## config.mk

```make
export PLATFORM = sky130hd
export DESIGN_NAME = fpimm_exec
export DESIGN_NICKNAME = d
export VERILOG_FILES = /design/src/rtl/fpimm_pkg.sv /design/src/rtl/fpimm_decode.sv /design/src/rtl/fpimm_widen.sv /design/src/rtl/fpimm_narrow.sv /design/src/rtl/fpimm_exec.sv
export SDC_FILE = /design/constraint.sdc
export NUM_CORES = 1
export LEC_CHECK = 0
export BUFFER_PORTS_ARGS = -buffer_cell sky130_fd_sc_hd__buf_2
export CORE_AREA = 2 2 99 101
export CTS_CLUSTER_DIAMETER = 50
export DETAILED_ROUTE_END_ITERATION = 6
export DIE_AREA = 0 0 101 103
export PLACE_DENSITY = 0.81
export SYNTH_ARGS = -nofsm -noshare
export SYNTH_HDL_FRONTEND = slang
export SYNTH_SLANG_ARGS = --single-unit
export TNS_END_PERCENT = 30
```

## constraint.sdc

```tcl
create_clock -name clk -period 6 [get_ports clk]
set_clock_uncertainty 0.1 [all_clocks]
set_input_delay 0.3 -clock clk [delete_from_list [all_inputs] [get_ports clk]]
set_output_delay 0.3 -clock clk [all_outputs]
set_load 0.02 [all_outputs]
```

## src/rtl/fpimm_pkg.sv

```systemverilog
package fpimm_pkg;
    localparam int INSTR_W   = 32;
    localparam int IMM_W     = 16;
    localparam int IDX_W     = 5;
    localparam int SP_W      = 32;
    localparam int DP_W      = 64;
    localparam int SP_EXP_W  = 8;
    localparam int DP_EXP_W  = 11;
    localparam int SP_FRAC_W = SP_W - SP_EXP_W - 1;
    localparam int DP_FRAC_W = DP_W - DP_EXP_W - 1;
    localparam int FRAC_PAD  = DP_FRAC_W - SP_FRAC_W;
    localparam int SP_BIAS   = 127;
    localparam int DP_BIAS   = 1023;
    localparam int REBIAS    = DP_BIAS - SP_BIAS;
    localparam int SP_EMAX   = (1 << SP_EXP_W) - 2;
    localparam int DP_NORM_LO = REBIAS + 1;
    localparam int DP_NORM_HI = REBIAS + SP_EMAX;
    localparam int DP_SUB_LO  = REBIAS + 1 - SP_FRAC_W;

    typedef enum logic [1:0] {
        OP_NONE  = 2'd0,
        OP_SET   = 2'd1,
        OP_PATCH = 2'd2
    } op_e;

    typedef struct packed {
        op_e              op;
        logic [IDX_W-1:0] idx;
        logic [IMM_W-1:0] imm;
    } dec_t;

    typedef struct packed {
        logic             wb_valid;
        logic [IDX_W-1:0] wb_idx;
        logic [DP_W-1:0]  wb_data;
        logic             illegal;
    } state_t;
endpackage

```

## src/rtl/fpimm_decode.sv

```systemverilog
module fpimm_decode
    import fpimm_pkg::*;
#(
    parameter logic [5:0] PRI_OPC  = 6'd22,
    parameter logic [4:0] XO_SET   = 5'd2,
    parameter logic [4:0] XO_PATCH = 5'd3
) (
    input  logic [INSTR_W-1:0] instr,
    output dec_t               dec
);
    logic [5:0] pri;
    logic [4:0] xo;

    always_comb begin
        pri     = instr[31:26];
        xo      = instr[5:1];
        dec.idx = instr[25:21];
        dec.imm = {instr[15:6], instr[20:16], instr[0]};
        dec.op  = OP_NONE;
        if (pri == PRI_OPC) begin
            if (xo == XO_SET)
                dec.op = OP_SET;
            else if (xo == XO_PATCH)
                dec.op = OP_PATCH;
        end
    end
endmodule

```

## src/rtl/fpimm_widen.sv

```systemverilog
module fpimm_widen
    import fpimm_pkg::*;
(
    input  logic [SP_W-1:0] sp,
    output logic [DP_W-1:0] dp
);
    logic                 sgn;
    logic [SP_EXP_W-1:0]  exp_s;
    logic [SP_FRAC_W-1:0] frac_s;
    logic [SP_FRAC_W-1:0] frac_n;
    logic [4:0]           msb;

    always_comb begin
        sgn    = sp[SP_W-1];
        exp_s  = sp[SP_W-2 -: SP_EXP_W];
        frac_s = sp[SP_FRAC_W-1:0];
        msb    = '0;
        for (int i = 0; i < SP_FRAC_W; i++) begin
            if (frac_s[i])
                msb = 5'(i);
        end
        frac_n = frac_s << (5'(SP_FRAC_W) - msb);
        if (exp_s == '1) begin
            dp = {sgn, {DP_EXP_W{1'b1}}, frac_s, {FRAC_PAD{1'b0}}};
        end else if (exp_s == '0) begin
            if (frac_s == '0)
                dp = {sgn, {(DP_W-1){1'b0}}};
            else
                dp = {sgn, 11'(DP_SUB_LO) + {6'b0, msb}, frac_n, {FRAC_PAD{1'b0}}};
        end else begin
            dp = {sgn, {3'b0, exp_s} + 11'(REBIAS), frac_s, {FRAC_PAD{1'b0}}};
        end
    end
endmodule

```

## src/rtl/fpimm_narrow.sv

```systemverilog
module fpimm_narrow
    import fpimm_pkg::*;
(
    input  logic [DP_W-1:0] dp,
    output logic [SP_W-1:0] sp
);
    logic                 sgn;
    logic [DP_EXP_W-1:0]  exp_d;
    logic [DP_FRAC_W-1:0] frac_d;
    logic [SP_FRAC_W-1:0] top;
    logic [SP_FRAC_W-1:0] nan_frac;
    logic [SP_FRAC_W:0]   mant;
    logic [4:0]           sh;

    always_comb begin
        sgn      = dp[DP_W-1];
        exp_d    = dp[DP_W-2 -: DP_EXP_W];
        frac_d   = dp[DP_FRAC_W-1:0];
        top      = frac_d[DP_FRAC_W-1 -: SP_FRAC_W];
        nan_frac = top;
        if (frac_d != '0 && top == '0)
            nan_frac[SP_FRAC_W-1] = 1'b1;
        sh   = 5'(11'(DP_NORM_LO) - exp_d);
        mant = {1'b1, top} >> sh;
        if (exp_d == '1)
            sp = {sgn, {SP_EXP_W{1'b1}}, nan_frac};
        else if (exp_d > 11'(DP_NORM_HI))
            sp = {sgn, 8'(SP_EMAX), {SP_FRAC_W{1'b1}}};
        else if (exp_d >= 11'(DP_NORM_LO))
            sp = {sgn, 8'(exp_d - 11'(REBIAS)), top};
        else if (exp_d >= 11'(DP_SUB_LO))
            sp = {sgn, {SP_EXP_W{1'b0}}, mant[SP_FRAC_W-1:0]};
        else
            sp = {sgn, {(SP_W-1){1'b0}}};
    end
endmodule

```

## src/rtl/fpimm_exec.sv

```systemverilog
module fpimm_exec
    import fpimm_pkg::*;
#(
    parameter logic [5:0] PRI_OPC  = 6'd22,
    parameter logic [4:0] XO_SET   = 5'd2,
    parameter logic [4:0] XO_PATCH = 5'd3
) (
    input  logic                clk,
    input  logic                rst,
    input  logic                issue_valid,
    input  logic [INSTR_W-1:0]  issue_instr,
    input  logic [DP_W-1:0]     issue_reg,
    output logic                wb_valid,
    output logic [IDX_W-1:0]    wb_idx,
    output logic [DP_W-1:0]     wb_data,
    output logic                illegal
);
    dec_t            dec;
    logic [SP_W-1:0] narrowed;
    logic [SP_W-1:0] src_sp;
    logic [DP_W-1:0] widened;
    state_t          st_d, st_q;

    fpimm_decode #(
        .PRI_OPC (PRI_OPC),
        .XO_SET  (XO_SET),
        .XO_PATCH(XO_PATCH)
    ) dec_i (
        .instr(issue_instr),
        .dec  (dec)
    );

    fpimm_narrow narrow_i (
        .dp(issue_reg),
        .sp(narrowed)
    );

    always_comb begin
        if (dec.op == OP_PATCH)
            src_sp = {narrowed[SP_W-1:IMM_W], dec.imm};
        else
            src_sp = {dec.imm, {(SP_W-IMM_W){1'b0}}};
    end

    fpimm_widen widen_i (
        .sp(src_sp),
        .dp(widened)
    );

    always_comb begin
        st_d          = st_q;
        st_d.wb_valid = issue_valid && (dec.op != OP_NONE);
        st_d.illegal  = issue_valid && (dec.op == OP_NONE);
        if (issue_valid && dec.op != OP_NONE) begin
            st_d.wb_idx  = dec.idx;
            st_d.wb_data = widened;
        end
    end

    always_ff @(posedge clk) begin
        if (rst) begin
            st_q <= '0;
        end else begin
            st_q <= st_d;
        end
    end

    assign wb_valid = st_q.wb_valid;
    assign wb_idx   = st_q.wb_idx;
    assign wb_data  = st_q.wb_data;
    assign illegal  = st_q.illegal;
endmodule

```

==> impl_metrics.ini <==
[pwr]
p_sw_uw = 263
total_power_uw = 701
clockPowerShare_pct = 28.0
p_per_area_nw_per_um2 = 130
p_leak_nw = 2.19
seqPwrFrac_pct = 38.9
cell_internal_pwr_uw = 438
p_comb_share_pct = 33.1
p_sw_share_pct = 37.5
ir_drop_mv = 0.0912

[floorplanning]
die_y_um = 103
io_pins = 170
core_sq_um = 9460
rows = 36
initial_core_util_pct = 50.3
die_w_um = 101
dieArea_sq_um = 10400

[clock_tree]
clock_sinks = 41
clockBufferDepth = 2
h-tree-depth = 2
clk_root_buffer_cell = clkbuf_8
ctsHoldBuffers = 0
cts_tree = done
clkLatencyLatePin_ns = 0.29
clk_pin_slew_ns = 0.08
post_cts_buffers = 0
cts.repair.resized = 0
cts_buffers = 5

[finish]
area_growth_pct = 13.1
multi_input_area_sq_um = 3510
fill_cells = 944
seqCellArea_sq_um = 821
fin_area_sq_um = 5380
nets = 867
drive_gt1_share_pct = 26.3

[detailed_routing]
drt_iter0_markers = 682
antenna_left = 0
vias = 6024
wl_mm = 19.6
wire_per_inst_um = 22.3
drt_first_pass_iters = 7
viasPerCell = 6.86
route.detailed.drc = 0

[worst_setup_path]
crit_path_end_kind = flip-flop
critPathMaxFanout = 15
cp.arrival_ns = 5.09
crit_path_start = issue_instr[5]
r2r_start = wb_data[46]
cp.required_ns = 6.10
cp-start-kind = primary input
crit_type = in2reg

[sta]
setup_tns_ns = 0
hold_viol_final = 0
drv_slew = 0
rsz0062_at_grt = false
tightest_slew_ns = 0.948
fin_crit_sh_pct = 83.2
worst_slack_ns = 1.01
finalCriticalPeriod_ns = 4.99
setup_viol = 0
fmax_ghz = 0.200
maxSlewHeadroom_pct = 36.6

[placement]
place_area_sq_um = 5280
gp_congestion = 1.05
dp_hpwl_mm = 14.7
place_ws_ns = 0.915
io_buffers = 140

[global_routing]
grt_pass1_wl_mm = 29.1
grt_antenna_before_repair = 1
grt-ovfl-total = 0
track_usage_pct = 35.8
grt_pass1_vias = 5302
grt_max_degree = 52

[yosys]
ys.warnings.count = 0
async_reset_ff_share_pct = 0
ys_ff_latch = 41
synth_cells = 663
ys_types = 95
synth-main-ff-cell = dfxtp_1
netlist_area_sq_um = 4760
seq_area_frac_synth_pct = 17.3
syn_area_per_cell_sq_um = 7.17
synth_edf_count = 0

[status]
status = completed

[hold_path]
hold_class = in2reg
hp-start = issue_instr[22]

[run]
drv_cap = 0
## cell usage after synthesis, types with 4 or more instances
cell        n  area [sq um]
or3_1       4          25.0
a211oi_2    4          50.1
a2111oi_0   6          52.6
buf_4      31           233
inv_1      13          48.8
o21bai_1    7          52.6
clkbuf_1   34           128
and2_1      7          43.8
o31ai_1     8          60.1
buf_6       5          56.3
nor4_1     14          87.6
dfxtp_1    41           821
nand4_1     8          50.1
o21ai_0    27           135
nand2b_1    6          37.5
a211oi_1   29           218
a221oi_1    5          43.8
or2_2       4          25.0
o21ai_1    11          55.1
nor3_1     26           130
a31oi_1    13          81.3
a21oi_1    49           245
nand2_1    52           195
nor2_1     80           300
buf_2       9          45.0
or4_1       5          37.5
ha_1        6          75.1
o31a_1      4          35.0
and3_1      8          50.1
nand3_1    24           120
a311oi_1    6          52.6
nor3_2      4          40.0
mux2i_1     9          90.1
o211ai_1    9          67.6
a32oi_1     5          43.8
## power by group through the flow
stage	sequential, mW	combinational (mW)	clock (mW)
after floorplan	0.280	0.157	0
after global placement	0.279	0.223	0
after detailed placement	0.279	0.222	0
after CTS	0.272	0.223	0.195
after global routing	0.273	0.245	0.207
final	0.272	0.232	0.197
## area by class of cell
type	count	area share, %
diodes	1	0.0465
clock buffers	6	1.54
clock inverters	2	0.256
inverters	14	0.977
multi-input cells	553	65.3
flip-flops and latches	41	15.3
well taps	114	2.65
repair buffers	147	14.0
## stage by stage
stage	utilization, %	hold slack (ns)	instances
after floorplan	-	0.336	691
after global placement	55.8	0.340	869
after detailed placement	55.8	0.356	869
after CTS	56.8	0.139	877
after global routing	56.9	0.158	878
final	56.9	0.137	878
## final timing paths
path / to / slack [ns] / cells after the start
worst max-delay path: wb_data[37] / 1.01 / 14
worst min-delay path: wb_idx[1] / 0.14 / 3
worst max register to register: wb_data[46] / 4.82 / 4
worst min register to register: wb_idx[1] / 0.37 / 2
## registers in the layout, summed over array words and instances (netlist names)
| signal | cells |
|---|---|
| wb_data | 34 |
| wb_valid | 1 |
| wb_idx | 5 |
| illegal | 1 |
## layer usage
metal  wire (um)  global-route usage (%)  share of wire (%)
met4        1100                    19.4                5.6
met5           0                       0                  0
met2        8940                    57.3                 46
met1        7350                    44.7                 38
met3        2190                    8.47                 11
## placed cells by master, fill, tap and decap left out, types with 4 or more instances in the layout
cell type and instances:
o21bai_1 7, a21oi_1 49, a32oi_1 5, dfxtp_1 41, nand4_1 8, nor2_1 80
o21ai_0 27, conb_1 29, and3_1 8, nand3_1 24, buf_2 140, a211oi_1 29
buf_4 7, a31oi_1 13, a2111oi_0 6, inv_1 13, mux2i_1 9, nor3_1 26
or3_1 4, o21ai_1 11, nand2b_1 6, clkbuf_8 6, a311oi_1 6, ha_1 6
a221oi_1 5, o31a_1 4, nand2_1 52, nor4_1 14, o31ai_1 8, o211ai_1 9
nor3_2 4, or4_1 5, and2_1 7, or2_2 4, a211oi_2 4
## worst max-delay path, stage by stage
cell and delay, ns:
buf_2 0.10, nor4b_1 0.47, nand4_1 0.71, a21oi_1 0.40, o211ai_2 0.19, a22oi_1 0.30
o2111ai_1 0.22, or3_1 0.63, ha_1 0.45, inv_1 0.17, nand2_1 0.25, nor2_1 0.48
o211ai_1 0.16, a211oi_1 0.25
## cells by family after synthesis
group | count (synthesis) | share of synthesized area (%)
simple gates | 263 | 28.1
compound gates | 241 | 38.1
buf+inv | 97 | 11.2
flops | 41 | 17.3
mux | 13 | 3.55
fa+ha+maj | 6 | 1.58
other cells | 1 | 0.0789
xor+xnor | 1 | 0.184
(Power assumes the default switching activity.)
